`src/rtl/bin2bcd_ws_pkg.sv`:
```
package bin2bcd_ws_pkg;

  function automatic int pow10(input int j);
    int r;
    r = 1;
    for (int k = 0; k < j; k++) r = r * 10;
    return r;
  endfunction

  // decimal digit j of 2^i
  function automatic int dig_w(input int i, input int j);
    return ((1 << i) / pow10(j)) % 10;
  endfunction

  // weight used in the sum; halved form drops bit 0 and divides by two
  function automatic int eff_w(input int i, input int j, input bit halve);
    if (halve) return (i == 0) ? 0 : dig_w(i, j) / 2;
    return dig_w(i, j);
  endfunction

  // balanced split: ascending weight, ties by index, alternate A/B
  function automatic bit in_set_a(input int i, input int j, input bit halve, input int bin_w);
    int w, wk, rank;
    w = eff_w(i, j, halve);
    if (w == 0) return 1'b0;
    rank = 0;
    for (int k = 0; k < bin_w; k++) begin
      wk = eff_w(k, j, halve);
      if (wk != 0 && (wk < w || (wk == w && k < i))) rank++;
    end
    return (rank % 2) == 0;
  endfunction

  function automatic int top_max(input int bin_w, input int ndig);
    return ((1 << bin_w) - 1) / pow10(ndig - 1);
  endfunction

endpackage

```
`src/rtl/ws_digit_sum.sv`:
```
module ws_digit_sum
  import bin2bcd_ws_pkg::*;
#(
  parameter int BIN_W = 16,
  parameter int DIG   = 0,
  parameter int SUM_W = 8,
  parameter bit HALVE = 1'b0
) (
  input  logic [BIN_W-1:0] bin_i,
  output logic [SUM_W-1:0] sum_o
);

  logic [SUM_W-1:0] term_a [BIN_W];
  logic [SUM_W-1:0] term_b [BIN_W];
  logic [SUM_W-1:0] sum_a, sum_b, total;

  for (genvar i = 0; i < BIN_W; i++) begin : g_term
    localparam int W    = eff_w(i, DIG, HALVE);
    localparam bit IN_A = in_set_a(i, DIG, HALVE, BIN_W);
    localparam bit IN_B = (W != 0) && !IN_A;
    assign term_a[i] = (IN_A && bin_i[i]) ? SUM_W'(W) : '0;
    assign term_b[i] = (IN_B && bin_i[i]) ? SUM_W'(W) : '0;
  end

  always_comb begin
    sum_a = '0;
    sum_b = '0;
    for (int k = 0; k < BIN_W; k++) begin
      sum_a = sum_a + term_a[k];
      sum_b = sum_b + term_b[k];
    end
    total = sum_a + sum_b;
  end

  if (HALVE) begin : g_half
    assign sum_o = {total[SUM_W-2:0], bin_i[0]};
  end else begin : g_full
    assign sum_o = total;
  end

endmodule

```
`src/rtl/bcd_digit_add.sv`:
```
module bcd_digit_add #(
  parameter int SUM_W = 8,
  parameter int CAR_W = 4
) (
  input  logic [SUM_W-1:0] sum_i,
  input  logic [CAR_W-1:0] carry_i,
  output logic [3:0]       digit_o,
  output logic [CAR_W-1:0] carry_o
);

  logic [SUM_W-1:0] total;

  always_comb begin
    total   = sum_i + SUM_W'(carry_i);
    digit_o = 4'(total % SUM_W'(10));
    carry_o = CAR_W'(total / SUM_W'(10));
  end

endmodule

```
`src/rtl/bin2bcd_ws.sv`:
```
module bin2bcd_ws
  import bin2bcd_ws_pkg::*;
#(
  parameter int BIN_W = 16,
  parameter int NDIG  = 5,
  parameter int SUM_W = 8,
  parameter int CAR_W = 4
) (
  input  logic              clk_i,
  input  logic              rst_ni,
  input  logic [BIN_W-1:0]  bin_i,
  output logic [4*NDIG-1:0] bcd_o
);

  localparam int TOP_MAX = top_max(BIN_W, NDIG);

  logic [BIN_W-1:0] bin_q;
  logic             seen_q;
  logic [SUM_W-1:0] dsum  [NDIG];
  logic [3:0]       digit [NDIG];
  logic [CAR_W-1:0] carry [NDIG+1];

  always_ff @(posedge clk_i or negedge rst_ni) begin
    if (!rst_ni) begin
      bin_q  <= '0;
      seen_q <= 1'b0;
    end else begin
      bin_q  <= bin_i;
      seen_q <= 1'b1;
    end
  end

  assign carry[0] = '0;

  for (genvar j = 0; j < NDIG; j++) begin : g_dig
    ws_digit_sum #(
      .BIN_W(BIN_W), .DIG(j), .SUM_W(SUM_W), .HALVE(j == 0)
    ) u_sum (
      .bin_i(bin_q),
      .sum_o(dsum[j])
    );

    bcd_digit_add #(.SUM_W(SUM_W), .CAR_W(CAR_W)) u_add (
      .sum_i  (dsum[j]),
      .carry_i(carry[j]),
      .digit_o(digit[j]),
      .carry_o(carry[j+1])
    );

    assign bcd_o[4*j +: 4] = digit[j];


    nibble_range_chk: assert property (@(posedge clk_i) disable iff (!rst_ni)
      digit[j] <= 4'd9);
  end


  top_digit_chk: assert property (@(posedge clk_i) disable iff (!rst_ni)
    bcd_o[4*NDIG-1 -: 4] <= 4'(TOP_MAX));


  no_carry_out_chk: assert property (@(posedge clk_i) disable iff (!rst_ni)
    carry[NDIG] == '0);


  units_lsb_chk: assert property (@(posedge clk_i) disable iff (!rst_ni)
    seen_q |-> bcd_o[0] == $past(bin_i[0]));


  reset_clear_chk: assert property (@(posedge clk_i)
    !rst_ni |-> bcd_o == '0);

endmodule

```
`config.mk`:
```
export PLATFORM = sky130hd
export DESIGN_NAME = bin2bcd_ws
export DESIGN_NICKNAME = d
export VERILOG_FILES = /design/src/rtl/bin2bcd_ws_pkg.sv /design/src/rtl/ws_digit_sum.sv /design/src/rtl/bcd_digit_add.sv /design/src/rtl/bin2bcd_ws.sv
export SDC_FILE = /design/constraint.sdc
export NUM_CORES = 1
export LEC_CHECK = 0
export BUFFER_PORTS_ARGS = -buffer_cell sky130_fd_sc_hd__buf_2
export CAP_MARGIN = 30
export CORE_MARGIN = 2
export CORE_UTILIZATION = 45
export CTS_CLUSTER_DIAMETER = 150
export DETAILED_ROUTE_END_ITERATION = 6
export PLACE_DENSITY = 0.62
export SLEW_MARGIN = 15
export SYNTH_ARGS = -nofsm -noshare
export SYNTH_HDL_FRONTEND = slang
export SYNTH_SLANG_ARGS = --single-unit
```
`constraint.sdc`:
```
create_clock -name clk_i -period 30.1 [get_ports clk_i]
set_input_delay 0 -clock clk_i [delete_from_list [all_inputs] [get_ports clk_i]]
set_output_delay 0 -clock clk_i [all_outputs]
set_load 0.05 [all_outputs]
```
==> run summary, run 1 <==
# IOs = 38
count of antenna diodes in the layout = 0
worst hold-check path type = primary input to asynchronous set/reset pin
Largest register FFs = 16
register containing the most flip-flops in the final layout = bin_q
area of all placed cells without fillers = 3831 um2
total CTS buffers = 3
Die Outline Area = 8304 um2
fraction of registers with async set/reset = 1.000
mean post-synth cell area = 8.372 um2
Cell variety after synth = 65
number of maximum-capacitance violations = 0
Row Count = 31
number of design-rule violations left by the first detailed-router iteration = 134
first-pass GRT wire length = 13270 um
final WL = 7587 um
buffers inserted by post-CTS timing repair = 0
largest stage delay on the critical path = 840 ps
initial core utilization = 0.4684
H-tree depth = 1
Die Y = 91.13 um
kind of start point of the critical path = register
cell at the root of the clock tree = clkbuf_8
total of flip-flops plus latches after synthesis = 16
worst setup path category = register to primary output
Vias/cell = 5.573
Synth Flop Type = dfrtp_1
setup slack after layout = 17050 ps
pin count of the biggest net entering global routing = 25
library cell contributing the largest single delay on the critical path = fa_1
total congestion overflow after global routing = 0
registers with the most flip-flops = bin_q (16)
post-synth net total = 484
Yosys Warn Count = 0
vias = 3026
fraction of layout instances using a drive strength above 1 = 0.1374
final clock period utilization by the worst path = 0.4334
Critical Path Sink Type = primary output
via count of the first global-routing pass = 2873
Worst Path Required = 30100 ps
register area share after synthesis = 0.1172
CP dominant cell by count = fa_1
first-pass detailed-route iteration total = 5
unrepaired setup endpoints after global routing = false
PortBufs = 36
# nets final = 522
number of sinks on the clock net = 16
remaining max-slew budget at the tightest pin = 0.4921
post-detailed-route DRC marker count = 0
GRT Util Overall = 0.1884
RePlAce Congestion = 0.8480
highest net fanout along the worst path = 17
library cell with the largest summed area after synthesis = fa_1
slew at the pin with the worst max-slew slack = 761.8 ps
horizontal extent of the die = 91.13 um
post-route antenna net violation count = 0
area share of the largest cell type after synthesis = 0.2051
maximum buffer depth of the clock tree = 2
cell area after placement = 3620 um2
total of fill cells in the finished design = 698
area overhead of the layout relative to synthesis = 12.16%
antenna violations before repair = 0
final-report setup violation count = 0
sum of negative setup slack = 0 ps
number of enable-type register cells in the synthesized netlist = 0
worst-case setup slack after placement = 17320 ps
min cycle time layout = 13050 ps
number of standard cells after synthesis = 408
area of the core region = 7292 um2
Highest Clock Rate = 76.66 MHz
post-DR wirelength/cell = 13.97 um
critical path data arrival time = 13050 ps
CTS tree = built
run status = finished clean
synthesized cell area = 3416 um2
synth top area cells = fa_1 21%, dfrtp_1 12%, ha_1 8.4%
final hold viol count = 0
max-slew violation count = 0
sum of net half-perimeters after detailed placement = 5970 um
clock-pin transition on the worst setup and hold timing paths = 50 ps
cell usage in the layout (no fill, tap or decap), drive strengths merged, types with 6 or more instances in the layout:
cell / synthesis / routed
a211o: 6 / 6
a211oi: 9 / 9
a21oi: 34 / 34
a31oi: 6 / 6
buf: 12 / 36
dfrtp: 16 / 16
dlygate4sd3: 0 / 17
fa: 35 / 35
ha: 23 / 23
inv: 50 / 50
mux2i: 8 / 8
nand2: 26 / 26
nand2b: 9 / 9
nand3: 9 / 9
nor2: 30 / 30
nor2b: 8 / 8
nor3: 9 / 9
o21ai: 17 / 17
xnor2: 12 / 12
xor2: 6 / 6
cell usage after synthesis (3+ instances only):
cell	number
a21oi_1	31
ha_1	23
a31oi_1	6
o22ai_1	4
mux2i_1	8
nand2b_1	9
nor3_1	9
or3_1	3
xor2_1	5
a21o_1	5
a211o_1	6
nand4b_1	3
o21ai_0	17
o211ai_1	5
fa_1	35
o221a_2	3
inv_1	50
and2_1	4
a211oi_1	7
mux2_2	3
xnor2_1	11
clkbuf_1	8
a311oi_1	3
nand2_1	26
a31o_2	3
nor2b_1	8
nand3_1	9
nor3b_1	4
o31ai_1	3
nor2_1	28
dfrtp_1	16
buf_2	8
layer usage:
metal	GRT usage	routed length [um]	vias to the layer above	share of wire
met5	0	0	-	0
met4	0.02525	45	0	0.0059
met3	0.01079	328	5	0.043
met2	0.3210	3567	92	0.47
met1	0.2716	3646	1424	0.48
li1	-	-	1505	-
final cells by class:
cell class	instances	area, um2	share of cell area
multi-input combinational	322	2728	0.7120
tap	99	123.9	0.03233
clock buffer	3	41.29	0.01078
inverter	50	187.7	0.04899
timing repair buffer	53	350.3	0.09144
sequential	16	400.4	0.1045
per-stage QoR:
stage / hold slack [ps] / util / instances
floorplan: -295.6 / - / 408
global placement: -85.98 / 0.4964 / 523
detailed placement: -83.36 / 0.4964 / 523
CTS: 187.8 / 0.5254 / 543
global route: 256.1 / 0.5254 / 543
finish: 230.4 / 0.5254 / 543
cells by family (layout without fill, tap and decap cells):
group	after synthesis	in the layout	share of synthesized area
AOI/OAI and AO/OA	121	121	0.2502
and+or+nand+nor	112	112	0.1678
buffers and inverters	70	106	0.08425
adders and majority gates	59	59	0.2923
xor gates and xnor gates	18	18	0.05385
DFF	16	16	0.1172
muxes	11	11	0.03333
other	1	1	0.001098
worst max-delay path, delay by kind of cell, from the launching register on:
family / cells / cell delay (ps)
AOI/OAI and AO/OA: 12 / 2840
xor gates and xnor gates: 2 / 500
adders and majority gates: 15 / 6900
buffers and inverters: 6 / 590
DFF: 1 / 580
muxes: 2 / 490
and+or+nand+nor: 7 / 900
what timing repair did:
| action | 4_1_cts | 5_1_grt |
|---|---|---|
| endpoints found under the setup margin | 0 | 0 |
| resized for setup | 0 | 0 |
| hold buffers | 17 | 0 |
| hold endpoints to repair | 32 | 0 |
worst paths after layout:
path	start	to	slack (ps)	depth (start not counted)
max in group asynchronous	rst_ni	bin_q[10]	29630	2
worst max-delay path	bin_q[14]	bcd_o[17]	17050	44
worst min-delay path	rst_ni	bin_q[11]	230	2
min in group clk_i	bin_i[11]	bin_q[11]	390	2
Power of run 1 is left out: the tool's default activity adds up to more than one toggle a clock period on the data nets, which glitch-free logic cannot reach.
==> inputs of run 2 (changes only) <==
- PLACE_DENSITY: 0.62 -> 0.64
- clock period: 30.1 -> 11.15 ns (I/O delays scaled with it)
==> run 2 against run 1 <==
The flow now finishes with violations (negative setup slack). Final cell count is 13% higher. Largest cell class unchanged. Critical endpoint unchanged. Core utilization is 12 points higher. Critical path depth is 3 higher. Non-clock buffer count is 69 higher.
==> run summary, run 2 (synthesis gave the netlist of run 1 again) <==
sum of net half-perimeters after detailed placement = 6428 um
horizontal extent of the die = 91.13 um
vias = 3360
RePlAce Congestion = 0.8648
library cell contributing the largest single delay on the critical path = fa_2
min cycle time layout = 11240 ps
slew at the pin with the worst max-slew slack = 819.2 ps
registers with the most flip-flops = bin_q (16)
# nets final = 591
post-route antenna net violation count = 0
Vias/cell = 5.481
Largest register FFs = 16
number of sinks on the clock net = 16
buffers and inverters on the worst path = 7
post-detailed-route DRC marker count = 0
CP dominant cell by count = fa_2
antenna violations before repair = 0
worst-case setup slack after placement = -157.6 ps
maximum buffer depth of the clock tree = 2
highest net fanout along the worst path = 8
remaining max-slew budget at the tightest pin = 0.4539
unrepaired setup endpoints after global routing = true
# IOs = 38
final WL = 8723 um
via count of the first global-routing pass = 3149
CTS tree = built
number of maximum-capacitance violations = 0
post-DR wirelength/cell = 14.23 um
area of the core region = 7292 um2
Highest Clock Rate = 88.96 MHz
PortBufs = 36
number of design-rule violations left by the first detailed-router iteration = 196
most common cell after layout, fill and taps aside = buf_4
final clock period utilization by the worst path = 1.008
Die Outline Area = 8304 um2
Die Y = 91.13 um
initial core utilization = 0.4684
pin count of the biggest net entering global routing = 25
run status = complete, but fails checks
area overhead of the layout relative to synthesis = 37.55%
Top Family by Delay on Critical Path = adder cells
total congestion overflow after global routing = 0
H-tree depth = 1
critical path data arrival time = 11240 ps
violated checks = negative setup slack
final-report setup violation count = 1
Critical Path Sink Type = primary output
Worst Path Required = 11150 ps
worst hold-check path type = primary input to asynchronous set/reset pin
first-pass detailed-route iteration total = 4
total CTS buffers = 3
fraction of layout instances using a drive strength above 1 = 0.3735
clock-pin transition on the worst setup and hold timing paths = 60 ps
worst setup path category = register to primary output
GRT Util Overall = 0.2024
count of antenna diodes in the layout = 0
max-slew violation count = 0
setup slack after layout = -91.43 ps
Row Count = 31
cell at the root of the clock tree = clkbuf_8
first-pass GRT wire length = 14320 um
register containing the most flip-flops in the final layout = bin_q
final hold viol count = 0
commonest cells after routing, fill and taps aside = 64 x buf_4, 45 x inv_1, 33 x buf_2
largest stage delay on the critical path = 680 ps
kind of start point of the critical path = register
[run 2: cell count changes in the layout (fill, tap and decap cells not counted), sizes merged]
cell,before,now
clkbuf,3,4
buf,36,105
[run 2: repair_timing]
item                                    4_1_cts  5_1_grt
hold buffers                                 17        0
pin swaps                                    28       37
gates resized for setup                      33       47
endpoints found under the setup margin        4        6
buffers inserted                             11       12
endpoints found under the hold margin        32        0
[run 2: metal layers]
layer  wire length, um  vias up  GRT usage
met5                 0        -          0
met4                75        0    0.02399
met3               267        8   0.006639
met2              4338       76     0.3556
met1              4042     1624     0.2870
li1                  -     1652          -
[run 2: final timing paths]
path	startpoint	endpoint	slack (ps)	cells after the start
min in group clk_i	bin_i[1]	bin_q[1]	390	2
max in group asynchronous	rst_ni	bin_q[4]	10680	2
setup / recovery	bin_q[12]	bcd_o[17]	-90	47
hold / removal	rst_ni	bin_q[11]	200	2
[run 2: final cells by class]
type | count | area (um2)
Sequential cell | 16 | 406.6
Fill cell | 619 | 2594
Timing Repair Buffer | 122 | 909.6
Multi-Input combinational cell | 322 | 3015
Inverter | 50 | 187.7
Clock buffer | 4 | 55.05
Tap cell | 99 | 123.9
[run 2: per-stage QoR]
stage | std cells | hold WS (ps) | util | area (um2) | setup TNS [ps]
after CTS | 602 | 185.6 | 0.6088 | 4439 | -74.11
final | 613 | 201.8 | 0.6443 | 4698 | -91.43
after detailed placement | 570 | -85.31 | 0.5504 | 4014 | -157.6
after global placement | 570 | -85.73 | 0.5504 | 4014 | 0
after floorplan | 408 | -295.6 | - | 3462 | 0
after global routing | 613 | 225.6 | 0.6443 | 4698 | -1776
Power of run 2 is left out for the same reason.
==> inputs of run 3 (changes only) <==
- RECOVER_POWER: not set -> 50
==> run 3 against run 2 <==
The run still ends with negative setup slack left. Sequential cell count unchanged. Critical endpoint unchanged. First-iteration DRC count is 4.6% lower. Worst setup slack got worse by 5.2 ps. Design area hardly changed. Final cell count unchanged. Highest routed layer unchanged. Non-clock buffer count did not move. Clock-buffer cell count stayed put. Largest cell class unchanged.
==> run summary, run 3 (synthesis gave the netlist of run 1 again) <==
run status = complete, but fails checks
violated checks = negative setup slack
registers with the most flip-flops = bin_q (16)
# nets final = 591
GRT Util Overall = 0.2024
final WL = 8731 um
largest stage delay on the critical path = 680 ps
Critical Path Sink Type = primary output
most common cell after layout, fill and taps aside = buf_4
highest net fanout along the worst path = 8
Layout Cells excl Fill = 613
area overhead of the layout relative to synthesis = 37.51%
fraction of layout instances using a drive strength above 1 = 0.3716
area of the core region = 7292 um2
total CTS buffers = 3
number of maximum-capacitance violations = 0
total of fill cells in the finished design = 620
final clock period utilization by the worst path = 1.009
remaining max-slew budget at the tightest pin = 0.4522
horizontal extent of the die = 91.13 um
critical path data arrival time = 11250 ps
Largest register FFs = 16
commonest cells after routing, fill and taps aside = 64 x buf_4, 45 x inv_1, 32 x buf_2
post-DR wirelength/cell = 14.24 um
Die Y = 91.13 um
library cell contributing the largest single delay on the critical path = fa_2
CP dominant cell by count = fa_2
number of sinks on the clock net = 16
Worst Path Required = 11150 ps
sum of negative setup slack = -96.58 ps
first-pass detailed-route iteration total = 4
unrepaired setup endpoints after global routing = true
post-detailed-route DRC marker count = 0
first-pass GRT wire length = 14320 um
Row Count = 31
kind of start point of the critical path = register
CTS tree = built
# IOs = 38
Highest Clock Rate = 88.92 MHz
min cycle time layout = 11250 ps
Die Outline Area = 8304 um2
initial core utilization = 0.4684
antenna violations before repair = 0
via count of the first global-routing pass = 3149
final hold viol count = 0
worst hold-check path type = primary input to asynchronous set/reset pin
number of design-rule violations left by the first detailed-router iteration = 187
post-route antenna net violation count = 0
Vias/cell = 5.471
register containing the most flip-flops in the final layout = bin_q
maximum buffer depth of the clock tree = 2
pin count of the biggest net entering global routing = 25
sum of net half-perimeters after detailed placement = 6428 um
instance count after placement with tap cells included = 570
vias = 3354
slew at the pin with the worst max-slew slack = 821.7 ps
max-slew violation count = 0
H-tree depth = 1
cell at the root of the clock tree = clkbuf_8
count of antenna diodes in the layout = 0
area used by multi-input combinational logic = 3015 um2
clock-pin transition on the worst setup and hold timing paths = 60 ps
RePlAce Congestion = 0.8648
final-report setup violation count = 1
area of all sequential standard cells = 406.6 um2
setup slack after layout = -96.58 ps
total congestion overflow after global routing = 0
worst setup path category = register to primary output
PortBufs = 36
-- run 3: cell types whose count changed in the layout (fill, tap and decap cells not counted), sizes merged --
cell    previous run  this run
clkbuf             4         5
buf              105       104
-- run 3: timing repair --
action                     in CTS  in global routing
hold buffers                   17                  0
hold endpoints to repair       32                  0
setup buffers                  11                 12
gates resized for setup        33                 47
setup endpoints to repair       4                  6
pin swaps                      28                 37
-- run 3: per-stage QoR --
| step | cell area (um2) | utilization | worst slack (ps) | hold WS, ps |
|---|---|---|---|---|
| final | 4697 | 0.6441 | -96.58 | 370.0 |
| after global routing | 4697 | 0.6441 | -549.7 | 387.2 |
| after CTS | 4439 | 0.6088 | -66.55 | 185.6 |
| after detailed placement | 4014 | 0.5504 | -157.6 | -85.31 |
| after global placement | 4014 | 0.5504 | 55.46 | -85.73 |
| after floorplan | 3462 | - | 22.11 | -295.6 |
-- run 3: final cells by class --
cell class | count | share of cell area
flip-flops and latches | 16 | 0.08657
well taps | 99 | 0.02637
inverters | 50 | 0.03996
multi-input cells | 322 | 0.6420
repair buffers | 122 | 0.1934
clock buffers | 4 | 0.01172
-- run 3: per-layer routing --
| metal | track usage | wire length (um) | up-vias |
|---|---|---|---|
| met1 | 0.2870 | 4029 | 1620 |
| li1 | - | - | 1652 |
| met2 | 0.3556 | 4342 | 74 |
| met4 | 0.02399 | 75 | 0 |
| met3 | 0.006639 | 284 | 8 |
| met5 | 0 | 0 | - |
-- run 3: worst max-delay path, delay by kind of cell (launching register included) --
kind	cells	cell delay (ps)
buffers and inverters	7	730
adders and majority gates	14	5560
and+or+nand+nor	7	730
muxes	3	860
AOI/OAI and AO/OA	15	2530
DFF	1	430
xor gates and xnor gates	1	130
-- run 3: worst max-delay path by stage --
| stage | start | endpoint | cells after the start |
|---|---|---|---|
| global placement | bin_q[8] | bcd_o[17] | 42 |
| finish | bin_q[12] | bcd_o[17] | 47 |
| global route | bin_q[12] | bcd_o[17] | 45 |
| CTS | bin_q[4] | bcd_o[17] | 44 |
| floorplan | bin_q[8] | bcd_o[17] | 45 |
| detailed placement | bin_q[8] | bcd_o[17] | 43 |
Power of run 3 is left out for the same reason.
